===== config.mk =====
export PLATFORM = sky130hd
export DESIGN_NAME = rf3r2w
export DESIGN_NICKNAME = d
export VERILOG_FILES = /design/src/rtl/rf3r2w_pkg.sv /design/src/rtl/rf_bank.sv /design/src/rtl/rf_ctrl.sv /design/src/rtl/rf_datapath.sv /design/src/rtl/rf3r2w.sv
export SDC_FILE = /design/constraint.sdc
export NUM_CORES = 1
export LEC_CHECK = 0
export BUFFER_PORTS_ARGS = -buffer_cell sky130_fd_sc_hd__buf_2
export CORE_MARGIN = 5
export CORE_UTILIZATION = 50
export CTS_CLUSTER_DIAMETER = 40
export DETAILED_ROUTE_END_ITERATION = 8
export PLACE_DENSITY_LB_ADDON = 0.08
export REMOVE_ABC_BUFFERS = 1
export SETUP_SLACK_MARGIN = 0.4
export SLEW_MARGIN = 20
export SYNTH_ARGS = -nofsm -noshare
export SYNTH_HDL_FRONTEND = slang
export SYNTH_SLANG_ARGS = --single-unit

===== constraint.sdc =====
create_clock -name clk -period 3.25 [get_ports clk]
set_input_delay 0.1625 -clock clk [delete_from_list [all_inputs] [get_ports clk]]
set_output_delay 0.1625 -clock clk [all_outputs]
set_load 0.1 [all_outputs]

===== src/rtl/rf3r2w_pkg.sv =====
`timescale 1ns/1ps
package rf3r2w_pkg;

  // Internal sequence of one architectural cycle
  typedef enum logic [1:0] {
    PH_ACCEPT = 2'd0,  // ready high; first write from the ports
    PH_SECOND = 2'd1,  // second write from the held request
    PH_READ   = 2'd2   // all copies read in parallel
  } rfPhase_t;

  // Strobes from control to datapath
  typedef struct packed {
    logic acceptNow;
    logic commitSecond;
    logic readNow;
  } rfStrobe_t;

endpackage


===== src/rtl/rf_bank.sv =====
`timescale 1ns/1ps
module rf_bank #(
  parameter int WIDTH = 16,
  parameter int DEPTH = 16,
  localparam int AW = $clog2(DEPTH)
) (
  input  logic             clk,
  input  logic             rst,
  input  logic             wrEn,
  input  logic [AW-1:0]    wrAddr,
  input  logic [WIDTH-1:0] wrData,
  input  logic             rdEn,
  input  logic [AW-1:0]    rdAddr,
  output logic [WIDTH-1:0] rdData
);

  logic [WIDTH-1:0] mem [DEPTH];

  always_ff @(posedge clk) begin
    if (wrEn) mem[wrAddr] <= wrData;
  end

  always_ff @(posedge clk) begin
    if (rst)       rdData <= '0;
    else if (rdEn) rdData <= mem[rdAddr];
  end

endmodule


===== src/rtl/rf_ctrl.sv =====
`timescale 1ns/1ps
module rf_ctrl
  import rf3r2w_pkg::*;
(
  input  logic      clk,
  input  logic      rst,
  output rfStrobe_t strobe,
  output logic      ready
);

  rfPhase_t phase, phaseNext;

  always_comb begin
    unique case (phase)
      PH_ACCEPT: phaseNext = PH_SECOND;
      PH_SECOND: phaseNext = PH_READ;
      PH_READ:   phaseNext = PH_ACCEPT;
      default:   phaseNext = PH_ACCEPT;
    endcase
  end

  always_ff @(posedge clk) begin
    if (rst) phase <= PH_ACCEPT;
    else     phase <= phaseNext;
  end

  always_comb begin
    strobe.acceptNow    = (phase == PH_ACCEPT);
    strobe.commitSecond = (phase == PH_SECOND);
    strobe.readNow      = (phase == PH_READ);
    ready               = (phase == PH_ACCEPT);
  end

endmodule


===== src/rtl/rf_datapath.sv =====
`timescale 1ns/1ps
module rf_datapath
  import rf3r2w_pkg::*;
#(
  parameter int WIDTH = 16,
  parameter int DEPTH = 16,
  parameter int READS = 3,
  localparam int AW = $clog2(DEPTH)
) (
  input  logic                        clk,
  input  logic                        rst,
  input  rfStrobe_t                   strobe,
  input  logic [1:0]                  wrEn,
  input  logic [1:0][AW-1:0]          wrAddr,
  input  logic [1:0][WIDTH-1:0]       wrData,
  input  logic [READS-1:0][AW-1:0]    rdAddr,
  output logic [READS-1:0][WIDTH-1:0] rdData
);

  // Request held across the busy phases
  logic                    heldEn1;
  logic [AW-1:0]           heldAddr1;
  logic [WIDTH-1:0]        heldData1;
  logic [READS-1:0][AW-1:0] heldRdAddr;

  always_ff @(posedge clk) begin
    if (rst) begin
      heldEn1    <= 1'b0;
      heldAddr1  <= '0;
      heldData1  <= '0;
      heldRdAddr <= '0;
    end else if (strobe.acceptNow) begin
      heldEn1    <= wrEn[1];
      heldAddr1  <= wrAddr[1];
      heldData1  <= wrData[1];
      heldRdAddr <= rdAddr;
    end
  end

  // Shared write bus: port 0 live at acceptance, port 1 one phase later
  logic             bankWrEn;
  logic [AW-1:0]    bankWrAddr;
  logic [WIDTH-1:0] bankWrData;

  always_comb begin
    bankWrEn   = (strobe.acceptNow & wrEn[0]) | (strobe.commitSecond & heldEn1);
    bankWrAddr = strobe.acceptNow ? wrAddr[0] : heldAddr1;
    bankWrData = strobe.acceptNow ? wrData[0] : heldData1;
  end

  for (genvar i = 0; i < READS; i++) begin : g_copy
    rf_bank #(.WIDTH(WIDTH), .DEPTH(DEPTH)) u_bank (
      .clk    (clk),
      .rst    (rst),
      .wrEn   (bankWrEn),
      .wrAddr (bankWrAddr),
      .wrData (bankWrData),
      .rdEn   (strobe.readNow),
      .rdAddr (heldRdAddr[i]),
      .rdData (rdData[i])
    );
  end

endmodule


===== src/rtl/rf3r2w.sv =====
`timescale 1ns/1ps
module rf3r2w
  import rf3r2w_pkg::*;
#(
  parameter int WIDTH = 16,
  parameter int DEPTH = 16,
  localparam int AW = $clog2(DEPTH)
) (
  input  logic             clk,
  input  logic             rst,
  input  logic             wrEn0,
  input  logic [AW-1:0]    wrAddr0,
  input  logic [WIDTH-1:0] wrData0,
  input  logic             wrEn1,
  input  logic [AW-1:0]    wrAddr1,
  input  logic [WIDTH-1:0] wrData1,
  input  logic [AW-1:0]    rdAddr0,
  input  logic [AW-1:0]    rdAddr1,
  input  logic [AW-1:0]    rdAddr2,
  output logic [WIDTH-1:0] rdData0,
  output logic [WIDTH-1:0] rdData1,
  output logic [WIDTH-1:0] rdData2,
  output logic             ready
);

  localparam int READS = 3;

  rfStrobe_t                   strobe;
  logic [READS-1:0][WIDTH-1:0] rdBus;

  rf_ctrl u_ctrl (
    .clk    (clk),
    .rst    (rst),
    .strobe (strobe),
    .ready  (ready)
  );

  rf_datapath #(.WIDTH(WIDTH), .DEPTH(DEPTH), .READS(READS)) u_dp (
    .clk    (clk),
    .rst    (rst),
    .strobe (strobe),
    .wrEn   ({wrEn1, wrEn0}),
    .wrAddr ({wrAddr1, wrAddr0}),
    .wrData ({wrData1, wrData0}),
    .rdAddr ({rdAddr2, rdAddr1, rdAddr0}),
    .rdData (rdBus)
  );

  assign rdData0 = rdBus[0];
  assign rdData1 = rdBus[1];
  assign rdData2 = rdBus[2];

endmodule


==> summary.txt, run 1 <==
Route
  • Vias per cell: roughly 6.4
  • DRC viols: 0
  • Initial DRC Count: 1202
  • Routed len/inst: between 20 and 30 um
  • Vias: between 10k and 15k
  • Total Wirelength: between 50 and 60 mm
  • Antenna Nets Post-Route: 0
  • Count of TritonRoute iterations in the first routing pass: 5

Flow run
  • Max_cap viols: 0

Timing
  • Worst Skew: approximately 0.021 ns
  • Max-slew violation count: 0
  • WHS: about 0.31 ns
  • Worst-Margin Slew: 0.9896 ns
  • Period utilization: 0.8203
  • Worst slew margin: 0.3395
  • Final Critical Period: 2.666 ns
  • RSZ-0062 raised after global routing: false
  • Hold Fails Final Rpt: 0
  • Setup Viol. Count Final: 0
  • Max Clk Rate: between 0.3 and 0.4 GHz
  • Setup TNS: 0 ns

Floorplanning
  • Core ar.: around 33000 um2
  • Chip width: between 150 and 200 um
  • Die area: 37500 um2
  • Rows: 67
  • # IOs: between 100 and 150
  • Height of the chip: about 190 um
  • Initial core utilization: 0.5041

Final layout
  • Synth-to-Final Area Change: 20.09%
  • Share of layout cells above drive strength 1: 0.3409
  • Post-Layout Cell Count: roughly 1.8k
  • Fin area: 20250 um2
  • Nets: between 1k and 1.5k
  • Number of diodes: 0

Worst setup path
  • FF-to-FF Start: u_ctrl.phase[1]$_SDFF_PP0_
  • CP arrival: approximately 2.9 ns
  • Worst EP required: 3.44 ns
  • Worst Path Max Fanout: 16
  • Crit Path Class: flop to flop
  • Worst Setup SP: u_ctrl.phase[1]$_SDFF_PP0_
  • Critical path launch point type: flop
  • CP Capture Type: flop

Power and ir drop
  • Pleak: between 7 and 8 nW
  • Power, Total: approximately 12 mW
  • Cell Pwr Density: 606.6 nW/um2
  • Worst vdd ir: between 0.4 and 0.5 mV

GRT
  • Global-route wire length before repair: around 76 mm
  • Initial antenna violation count: 0
  • Vias in the first global route: approximately 11k
  • Grt ovf: 0
  • Pin count of the biggest net entering global routing: 52
  • Tot GR Track Use: 0.2718

Synthesis
  • Synth unique cells: 31
  • Cell Area, Synth: between 15000 and 20000 um2
  • Synth Register Bits: around 340
  • Syn Inst Count: ~1.1k
  • Register area share after synthesis: 0.5544
  • Post-synthesis average cell area: 15.12 um2
  • Yosys warning count: 0

Clock network
  • Post-cts repair resize count: 0
  • CTS tree: built
  • Worst-path clk slew: around 0.060 ns
  • Clk Latency, worst-skew pair: 0.58 ns
  • Root buffer cell: clkbuf_16
  • Max clock buf depth: 3
  • H-tree depth: 2
  • CTS Buf Count: 55
  • Clock sink count: between 300 and 400

Min path
  • Hold Startpoint: wrData0[15]
  • HP Class: input pin to flop

Place
  • DPL Wire Length: between 30 and 40 mm
  • Final Wtd Congestion: 0.8568
  • Port buffer count: between 100 and 150
  • Placed Area: 18100 um2
  • Placed cells: approximately 1.6k

Run status
  • Outcome: finished, final reports clean
worst max-delay path, cell delays in order, from the launching register on:
cell	delay (ns)
dfxtp_1	0.37
or2_2	0.45
buf_4	0.25
nor3_1	0.14
a31oi_1	0.17
nor2_2	0.87
state kept, by name (all words and copies together) (netlist names):
register	count
u_ctrl.phase	2
u_dp.g_copy.u_bank.rdData	48
u_dp.heldAddr1	4
u_dp.heldRdAddr	12
u_dp.g_copy.u_bank.mem	256
u_dp.heldEn1	1
u_dp.heldData1	16
power by group:
part           switching, mW  leakage [nW]  internal [mW]
Combinational           1.01          3.20          0.623
Clock                   2.21         0.876           3.39
Sequential             0.170          3.01           4.87
Total                   3.40          7.09           8.89
synthesized netlist by cell type:
library cell	instances	area, um2
edfxtp_1	256	7687
nand2_1	147	551.8
mux4_2	111	2500
mux2i_1	106	1061
a22oi_1	95	713.2
dfxtp_1	83	1662
mux2_2	46	518.0
o211ai_1	45	337.8
buf_2	40	200.2
clkbuf_1	39	146.4
a21oi_1	36	180.2
mux4_1	30	788.3
nor2_1	20	75.07
buf_6	12	135.1
and2_1	6	37.54
buf_1	6	22.52
nor2b_1	6	37.54
a31oi_1	4	25.02
inv_1	4	15.01
a32oi_1	3	26.28
nor2_2	3	18.77
nor3_1	3	15.01
nor3b_1	3	22.52
o31ai_1	3	22.52
nand3b_1	2	15.01
a22oi_2	1	12.51
buf_4	1	7.510
nand3_1	1	5.000
or2_2	1	6.260
or3b_1	1	8.760
or3b_2	1	8.760
what timing repair did:
item                                    CTS  global route
buffers inserted                          0             0
endpoints found under the setup margin    0             0
hold buffers                             34             0
endpoints found under the hold margin    34             0
cells in the final DEF, fill, tap and decap left out, drive strengths merged, types with 2 or more instances in the layout:
master / Yosys / layout
edfxtp: 256 / 256
buf: 59 / 166
nand2: 147 / 147
mux4: 141 / 141
mux2i: 106 / 106
a22oi: 96 / 96
dfxtp: 83 / 83
clkbuf: 39 / 65
mux2: 46 / 46
o211ai: 45 / 45
a21oi: 36 / 36
dlygate4sd3: 0 / 34
nor2: 23 / 23
inv: 4 / 18
clkinv: 0 / 18
and2: 6 / 6
nor2b: 6 / 6
clkinvlp: 0 / 5
a31oi: 4 / 4
nor3b: 3 / 3
nor3: 3 / 3
a32oi: 3 / 3
o31ai: 3 / 3
nand3b: 2 / 2
or3b: 2 / 2
kinds of logic after synthesis:
family          synth area share
compound gates           0.07813
buf+inv                  0.03124
flops                     0.5544
mux                       0.2886
simple gates             0.04756
final cells by class:
cell class              instances  area (um2)
multi-input cells             674        7053
well taps                     448       560.5
repair buffers                200        1451
clock buffers                  65        1476
clock inverters                38       317.8
inverters                       4       15.01
fillers                      2555       13200
flip-flops and latches        339        9375
through the flow:
step | utilization | setup WS, ns
after detailed placement | 0.5411 | 0.5202
after floorplan | - | -0.6573
after global placement | 0.5411 | 0.6318
after CTS | 0.6049 | 0.4888
after global routing | 0.6054 | 0.4657
final | 0.6054 | 0.5840
layer usage:
metal  routed length, um  track usage  part of all wire
met5                   0            0                 0
met4                1663      0.09441             0.032
met3                4169      0.05421             0.081
met2               23830       0.4225              0.46
met1               21890       0.3877              0.42
path summary, 6_finish.rpt:
| kind | end | slack (ns) | depth (start not counted) |
|---|---|---|---|
| worst max-delay path | u_dp.g_copy[2].u_bank.mem[3][12]$_DFFE_PP_ | 0.58 | 5 |
| worst min-delay path | u_dp.g_copy[1].u_bank.mem[0][15]$_DFFE_PP_ | 0.31 | 3 |
| worst max register to register | u_dp.g_copy[2].u_bank.mem[3][12]$_DFFE_PP_ | 0.58 | 5 |
| worst min register to register | u_dp.heldData1[6]$_SDFFE_PP0N_ | 0.46 | 2 |
Note: power is estimated with default switching activity, not from simulation.
==> run 2, diff against run 1 <==
==> constraint.sdc (replaced) <==
create_clock -name clk -period 2.7 [get_ports clk]
set_input_delay 0.135 -clock clk [delete_from_list [all_inputs] [get_ports clk]]
set_output_delay 0.135 -clock clk [all_outputs]
set_load 0.1 [all_outputs]
==> run 2 against run 1 <==
  * Design area up 1.2%
  * Clock skew rose by 0.0090 ns
  * Clock power increased by 23%
  * Non-clock buffer count up 21
  * Worst setup slack got worse by 0.18 ns
  * Sequential power grew 19%
  * Die area is the same
  * Power grew 22%
  * Core utilization rose by 0.74 points
  * Combinational power up 25%
  * Maximum frequency is 16% higher
  * Wire length is 2.5% lower
  * Largest cell class unchanged
==> summary.txt, run 2 (synthesis results as in run 1) <==
Run status
  • Outcome: finished, final reports clean

Final layout
  • Share of layout cells above drive strength 1: 0.3518 (+0.01093)
  • Commonest cells after routing, fill and taps aside: edfxtp_1, nand2_1, mux4_2
  • Nets: 1347 (+1.3%)
  • Register area: 9375 um2 (unchanged)
  • Multi-input logic area: 7061 um2 (+0.11%)
  • Number of diodes: 0 (unchanged)
  • # fillers: 2505 (-2.0%)
  • Largest registers: u_dp.g_copy.u_bank.mem: 256 flops, u_dp.g_copy.u_bank.rdData: 48 flops, u_dp.heldData1: 16 flops
  • Max reg flops: 256 (unchanged)
  • Synth-to-Final Area Change: 21.55%
  • Commonest non-fill, non-tap cell in the layout: edfxtp_1
  • Top reg by flops: u_dp.g_copy.u_bank.mem

Worst setup path
  • R2R depth: 6 (+1)
  • Crit Path Class: flop to flop
  • FF-to-FF Start: u_ctrl.phase[0]$_SDFF_PP0_
  • CP Capture Type: flop
  • Worst Path Max Fanout: 10 (-6)
  • Worst Setup SP: u_ctrl.phase[0]$_SDFF_PP0_
  • Worst EP required: 2.97 ns (-0.47 ns)
  • Critical path launch point type: flop
  • CP arrival: 2.57 ns (-0.28 ns)

Route
  • Routed len/inst: 28.23 um (-3.2%)
  • DRC viols: 0 (unchanged)
  • Antenna Nets Post-Route: 0 (unchanged)
  • Initial DRC Count: 1129 (-6.1%)
  • Total Wirelength: 50.28 mm (-2.5%)
  • Vias per cell: 6.378 (-0.95%)
  • Count of TritonRoute iterations in the first routing pass: 5 (unchanged)
  • Vias: 11.36k (-0.22%)

Timing
  • Setup Viol. Count Final: 0 (unchanged)
  • Worst-Margin Slew: 0.6740 ns (-0.3156 ns)
  • RSZ-0062 raised after global routing: true
  • Worst Skew: 0.02964 ns (+0.008961 ns)
  • Period utilization: 0.8520 (+0.03172)
  • Hold Fails Final Rpt: 0 (unchanged)
  • Max-slew violation count: 0 (unchanged)
  • WHS: 0.1800 ns (-0.1341 ns)
  • Worst slew margin: 0.5507 (+0.2111)
  • Max Clk Rate: 0.4347 GHz (+16%)
  • Final Critical Period: 2.300 ns (-0.3655 ns)

Power and ir drop
  • Power, Total: 14.94 mW (+22%)
  • Pleak: 7.229 nW (+1.9%)
  • Worst vdd ir: 0.4628 mV (-4.6%)
  • Cell Pwr Density: 729.0 nW/um2 (+20%)

Clock network
  • H-tree depth: 2 (unchanged)
  • CTS Buf Count: 51 (-7.3%)
  • Clock sink count: 339 (unchanged)
  • Root buffer cell: clkbuf_16
  • Worst-path clk slew: 0.06 ns (about the same)
  • Max clock buf depth: 3 (unchanged)
  • CTS tree: built
  • Clk Latency, worst-skew pair: 0.58 ns (about the same)

GRT
  • Tot GR Track Use: 0.2644 (-0.007368)
  • Initial antenna violation count: 0 (unchanged)
  • Vias in the first global route: 11.31k (-1.3%)
  • Global-route wire length before repair: 74.23 mm (-2.9%)
  • Pin count of the biggest net entering global routing: 49 (-5.8%)
  • Grt ovf: 0 (unchanged)

Floorplanning
  • Height of the chip: 193.6 um (unchanged)
  • # IOs: 105 (unchanged)
  • Rows: 67 (unchanged)
  • Core ar.: 33450 um2 (unchanged)
  • Chip width: 193.6 um (unchanged)
  • Initial core utilization: 0.5041 (unchanged)
  • Die area: 37500 um2 (unchanged)

Min path
  • Hold depth: 3 (unchanged)
  • HP Class: input pin to flop
  • Hold Startpoint: wrData0[12]

Place
  • DPL Wire Length: 31.98 mm (-1.8%)
  • Port buffer count: 104 (unchanged)
  • Final Wtd Congestion: 0.8206 (-4.2%)

Flow run
  • Max_cap viols: 0 (unchanged)
[run 2: per-stage QoR]
step                cells  instance area [um2]  setup slack, ns  utilization  setup TNS, ns
detailed placement   1647                18250           0.1682       0.5455              0
CTS                  1777                20430           0.4237       0.6109              0
global placement     1647                18250           0.1681       0.5455              0
floorplan            1017                16350           -1.207            -        -388.57
global route         1781                20500           0.2707       0.6128              0
finish               1781                20500           0.3995       0.6128              0
[run 2: path summary, 6_finish.rpt]
path / endpoint / slack, ns
setup / recovery: u_dp.g_copy[1].u_bank.mem[5][9]$_DFFE_PP_ / 0.40
hold / removal: u_dp.g_copy[1].u_bank.mem[10][12]$_DFFE_PP_ / 0.18
setup reg to reg: u_dp.g_copy[1].u_bank.mem[5][9]$_DFFE_PP_ / 0.40
hold reg to reg: u_dp.heldData1[10]$_SDFFE_PP0N_ / 0.46
[run 2: power breakdown]
group          internal (mW)  leakage, nW  switching, mW
Combinational          0.782         3.33           1.25
Sequential              5.86         3.01          0.158
Clock                   4.37        0.888           2.52
[run 2: metal layers]
layer	global-route usage	wire length (um)	vias to the layer above
li1	-	-	4893
met1	0.3814	21700	5838
met2	0.4132	23330	534
met3	0.05056	3903	95
met4	0.08130	1352	0
met5	0	0	-
[run 2: cell type report]
class	instances	area share
Tap cell	448	0.02735
Inverter	4	0.0007326
Sequential cell	339	0.4574
Clock inverter	32	0.01776
Timing Repair Buffer	221	0.08119
Multi-Input combinational cell	674	0.3445
Clock buffer	63	0.07106
[run 2: what timing repair did]
item | CTS | global route
endpoints found under the setup margin | 41 | 84
hold endpoints to repair | 34 | 0
buffers inserted | 0 | 4
hold buffers | 35 | 0
pin swaps | 0 | 0
gates resized for setup | 3 | 2
[run 2: critical path: stages (launching register included)]
cell	delay, ns
dfxtp_1	0.36
or2_2	0.31
inv_2	0.16
mux2i_1	0.25
nand2_1	0.21
nor2_2	0.45
buf_4	0.27
==> run 3, diff against run 2 <==
--- a/config.mk
+++ b/config.mk
@@ -16,4 +16,5 @@
 export SLEW_MARGIN = 20
 export SYNTH_ARGS = -nofsm -noshare
 export SYNTH_HDL_FRONTEND = slang
+export SYNTH_HIERARCHICAL = 1
 export SYNTH_SLANG_ARGS = --single-unit
==> run 3 against run 2 <==
  * Sequential share of layout area rose by 17 points
  * Global-route usage fell by 4.4 points
  * Worst hold slack got worse by 0.13 ns
  * Highest routed layer unchanged
  * Critical path type unchanged
  * Die area rose by 91%
  * Clock skew fell by 0.011 ns
  * Largest cell class unchanged
  * Synthesized area rose by 97%
==> summary.txt, run 3 <==
Synthesis
  • EDFF count, synth: 768 (+200%)
  • Most common cell in the netlist: edfxtp_1
  • Synth top cells by count: edfxtp_1, mux2i_1, nand2_1
  • Syn Inst Count: 1998 (+79%)
  • Yosys warning count: 6 (+6)
  • Synth unique cells: 26 (-16%)
  • Synth async-reset ratio: 0 (unchanged)
  • Post-synthesis average cell area: 16.61 um2 (+9.8%)
  • Top_reg_cell synth: edfxtp_1
  • Register area share after synthesis: 0.7449 (+0.1905)
  • Synth top area share: 0.6949 (+0.2390)
  • Synth Register Bits: 851 (+150%)
  • Largest cells by area after synthesis: edfxtp_1, mux2i_1, dfxtp_1
  • Cell Area, Synth: 33190 um2 (+97%)
  • Yosys top cell by area: edfxtp_1

Timing
  • Setup Viol. Count Final: 0 (unchanged)
  • RSZ-0062 raised after global routing: false
  • Hold Fails Final Rpt: 0 (unchanged)
  • Max-slew violation count: 0 (unchanged)
  • Worst Skew: 0.01904 ns (-0.01060 ns)
  • Max Clk Rate: 0.4478 GHz (+3.0%)
  • Final Critical Period: 2.233 ns (-0.06753 ns)
  • Worst slew margin: 0.4545 (-0.09619)
  • Period utilization: 0.8270 (-0.02501)
  • Worst-Margin Slew: 0.8183 ns (+0.1443 ns)

GRT
  • Global routing's busiest layer: met2
  • Pin count of the biggest net entering global routing: 59 (+20%)
  • Global-route wire length before repair: 116.4 mm (+57%)
  • Grt ovf: 0 (unchanged)
  • M3 GR Usage: 0.03565 (-0.01492)
  • Vias in the first global route: 18.05k (+60%)
  • Initial antenna violation count: 1 (+1)
  • GR Util met1: 0.3271 (-0.05433)
  • Met2 usage: 0.3432 (-0.06994)
  • Tot GR Track Use: 0.2208 (-0.04362)

Run status
  • Outcome: finished, final reports clean

Final layout
  • Largest registers: u_dp/g_copy.u_bank/mem: 768 flops, u_dp/g_copy.u_bank/rdData: 48 flops, u_dp/heldData1: 16 flops
  • Synth-to-Final Area Change: 18.57%
  • Nets: 2319 (+72%)
  • Number of diodes: 0 (unchanged)
  • Max reg flops: 768 (+200%)
  • Final Util: 0.5986 (-0.01420)
  • Share of layout cells above drive strength 1: 0.2055 (-0.1463)
  • Commonest cells after routing, fill and taps aside: edfxtp_1, mux2i_1, nand3_1
  • Top reg by flops: u_dp/g_copy.u_bank/mem
  • Post-Layout Cell Count: 3224 (+81%)
  • Commonest non-fill, non-tap cell in the layout: edfxtp_1

Place
  • Placed cells: 2970 (+80%)
  • DPL Wire Length: 46.62 mm (+46%)
  • Port buffer count: 104 (unchanged)
  • Final Wtd Congestion: 0.8051 (-1.9%)

Worst setup path
  • Reg-to-reg endpoint: u_dp/g_copy[2].u_bank/mem[10][11]$_DFFE_PP_
  • CP arrival: 2.56 ns (about the same)
  • Critical path launch point type: flop
  • Crit Path Class: flop to flop
  • FF-to-FF Start: u_ctrl/phase[0]$_SDFF_PP0_
  • CP Capture Type: flop
  • Worst Path Max Fanout: 16 (+6)
  • Worst Setup SP: u_ctrl/phase[0]$_SDFF_PP0_
  • R2R depth: 8 (+2)
  • R2r setup slk: 0.47 ns (+0.07 ns)
  • Worst EP required: 3.03 ns (+0.06 ns)

Clock network
  • CTS tree: built
  • Worst-path clk slew: 0.05 ns (about the same)
  • Root buffer cell: clkbuf_16
  • H-tree depth: 3 (+1)
  • Clk Latency, worst-skew pair: 0.65 ns (+0.07 ns)
  • CTS Buf Count: 112 (+120%)
  • Max clock buf depth: 3 (unchanged)
  • Clock sink count: 851 (+150%)

Floorplanning
  • Core ar.: 65750 um2 (+97%)
  • Die area: 71630 um2 (+91%)
  • Chip width: 267.6 um (+38%)
  • # IOs: 105 (unchanged)
  • Rows: 94 (+40%)
  • Height of the chip: 267.6 um (+38%)
  • Initial core utilization: 0.5048 (+0.0006814)

Power and ir drop
  • Pleak: 13.56 nW (+88%)
  • Worst vdd ir: 0.6946 mV (+50%)
  • Cell Pwr Density: 840.9 nW/um2 (+15%)

Min path
  • HP Class: input pin to flop
  • Hold depth: 2 (-1)
  • Hold Startpoint: rst
  • Endpoint, Worst Hold: u_dp/heldRdAddr[3]$_SDFFE_PP0P_

Route
  • Vias per cell: 5.620 (-12%)
  • Count of TritonRoute iterations in the first routing pass: 6 (+1)
  • Antenna Nets Post-Route: 0 (unchanged)
  • Total Wirelength: 80.39 mm (+60%)
  • Routed len/inst: 24.93 um (-12%)
  • DRC viols: 0 (unchanged)
  • Initial DRC Count: 1470 (+30%)
  • Vias: 18.12k (+59%)

Flow run
  • Max_cap viols: 0 (unchanged)
[run 3: cell count changes after synthesis, moves of 30 or more]
cell | previous run | this run
nor2_1 | 20 | 56
edfxtp_1 | 256 | 768
mux4_1 | 30 | 0
mux2i_1 | 106 | 397
a22oi_1 | 95 | 144
nand3_1 | 1 | 147
o211ai_1 | 45 | 0
mux4_2 | 111 | 0
mux2_2 | 46 | 0
[run 3: area by class of cell]
cell class,instances,area (um2)
Clock buffer,127,2954
Multi-Input combinational cell,1038,7612
Timing Repair Buffer,260,2027
Sequential cell,851,24740
Tap cell,864,1081
Clock inverter,84,942.2
Fill cell,4895,26390
[run 3: logic make-up after synthesis]
kind of cell | synth area share
simple gates | 0.06130
flops | 0.7449
buf+inv | 0.03050
compound gates | 0.04354
mux | 0.1197
[run 3: metal layers]
layer  share of wire  vias to the layer above
met1            0.46                     9129
met2            0.46                      579
met5               0                        -
met3           0.057                      106
li1                -                     8305
met4           0.023                        0
[run 3: what timing repair did]
action,CTS,global route
gates cloned,1,1
hold buffers,33,0
resized for setup,6,21
buffers inserted,2,6
endpoints found under the hold margin,33,0
setup endpoints to repair,464,544
pin swaps,1,1
[run 3: worst max-delay path by stage]
stage	end	slack, ns	cells after the start
final	u_dp/g_copy[2].u_bank/mem[10][11]$_DFFE_PP_	0.47	8
after global placement	u_dp/g_copy[0].u_bank/mem[2][14]$_DFFE_PP_	0.31	7
after detailed placement	u_dp/g_copy[0].u_bank/mem[2][15]$_DFFE_PP_	0.27	7
after global routing	u_dp/g_copy[2].u_bank/mem[10][11]$_DFFE_PP_	0.40	9
after floorplan	u_dp/g_copy[0].u_bank/mem[0][0]$_DFFE_PP_	-4.03	4
after CTS	u_dp/g_copy[0].u_bank/mem[11][4]$_DFFE_PP_	0.40	7
[run 3: metrics by stage]
stage               setup TNS, ns  worst slack (ns)  cell area, um2  total power, mW  hold slack, ns
detailed placement              0            0.2721           34940            18.29          0.3805
CTS                             0            0.3996           39230            33.35         0.02694
global placement                0            0.3110           34940            18.24          0.3705
finish                          0            0.4671           39350            33.09         0.04918
global route                    0            0.3980           39350            34.20         0.06453
floorplan                -4844.29            -4.032           32180            17.24          0.1974
[run 3: critical path: stages, from the launching register on]
cell	delay, ns
dfxtp_1	0.35
nor2_4	0.16
buf_4	0.13
nand2b_1	0.13
nand2_2	0.15
buf_4	0.21
nand3b_1	0.32
nor2_1	0.22
buf_6	0.23
[run 3: where the power goes]
part,switching (mW),leakage [nW],internal (mW),total (mW)
Combinational,2.13,4.01,0.840,2.97
Sequential,0.145,7.67,15.0,15.1
Clock,5.60,1.88,9.38,15.0
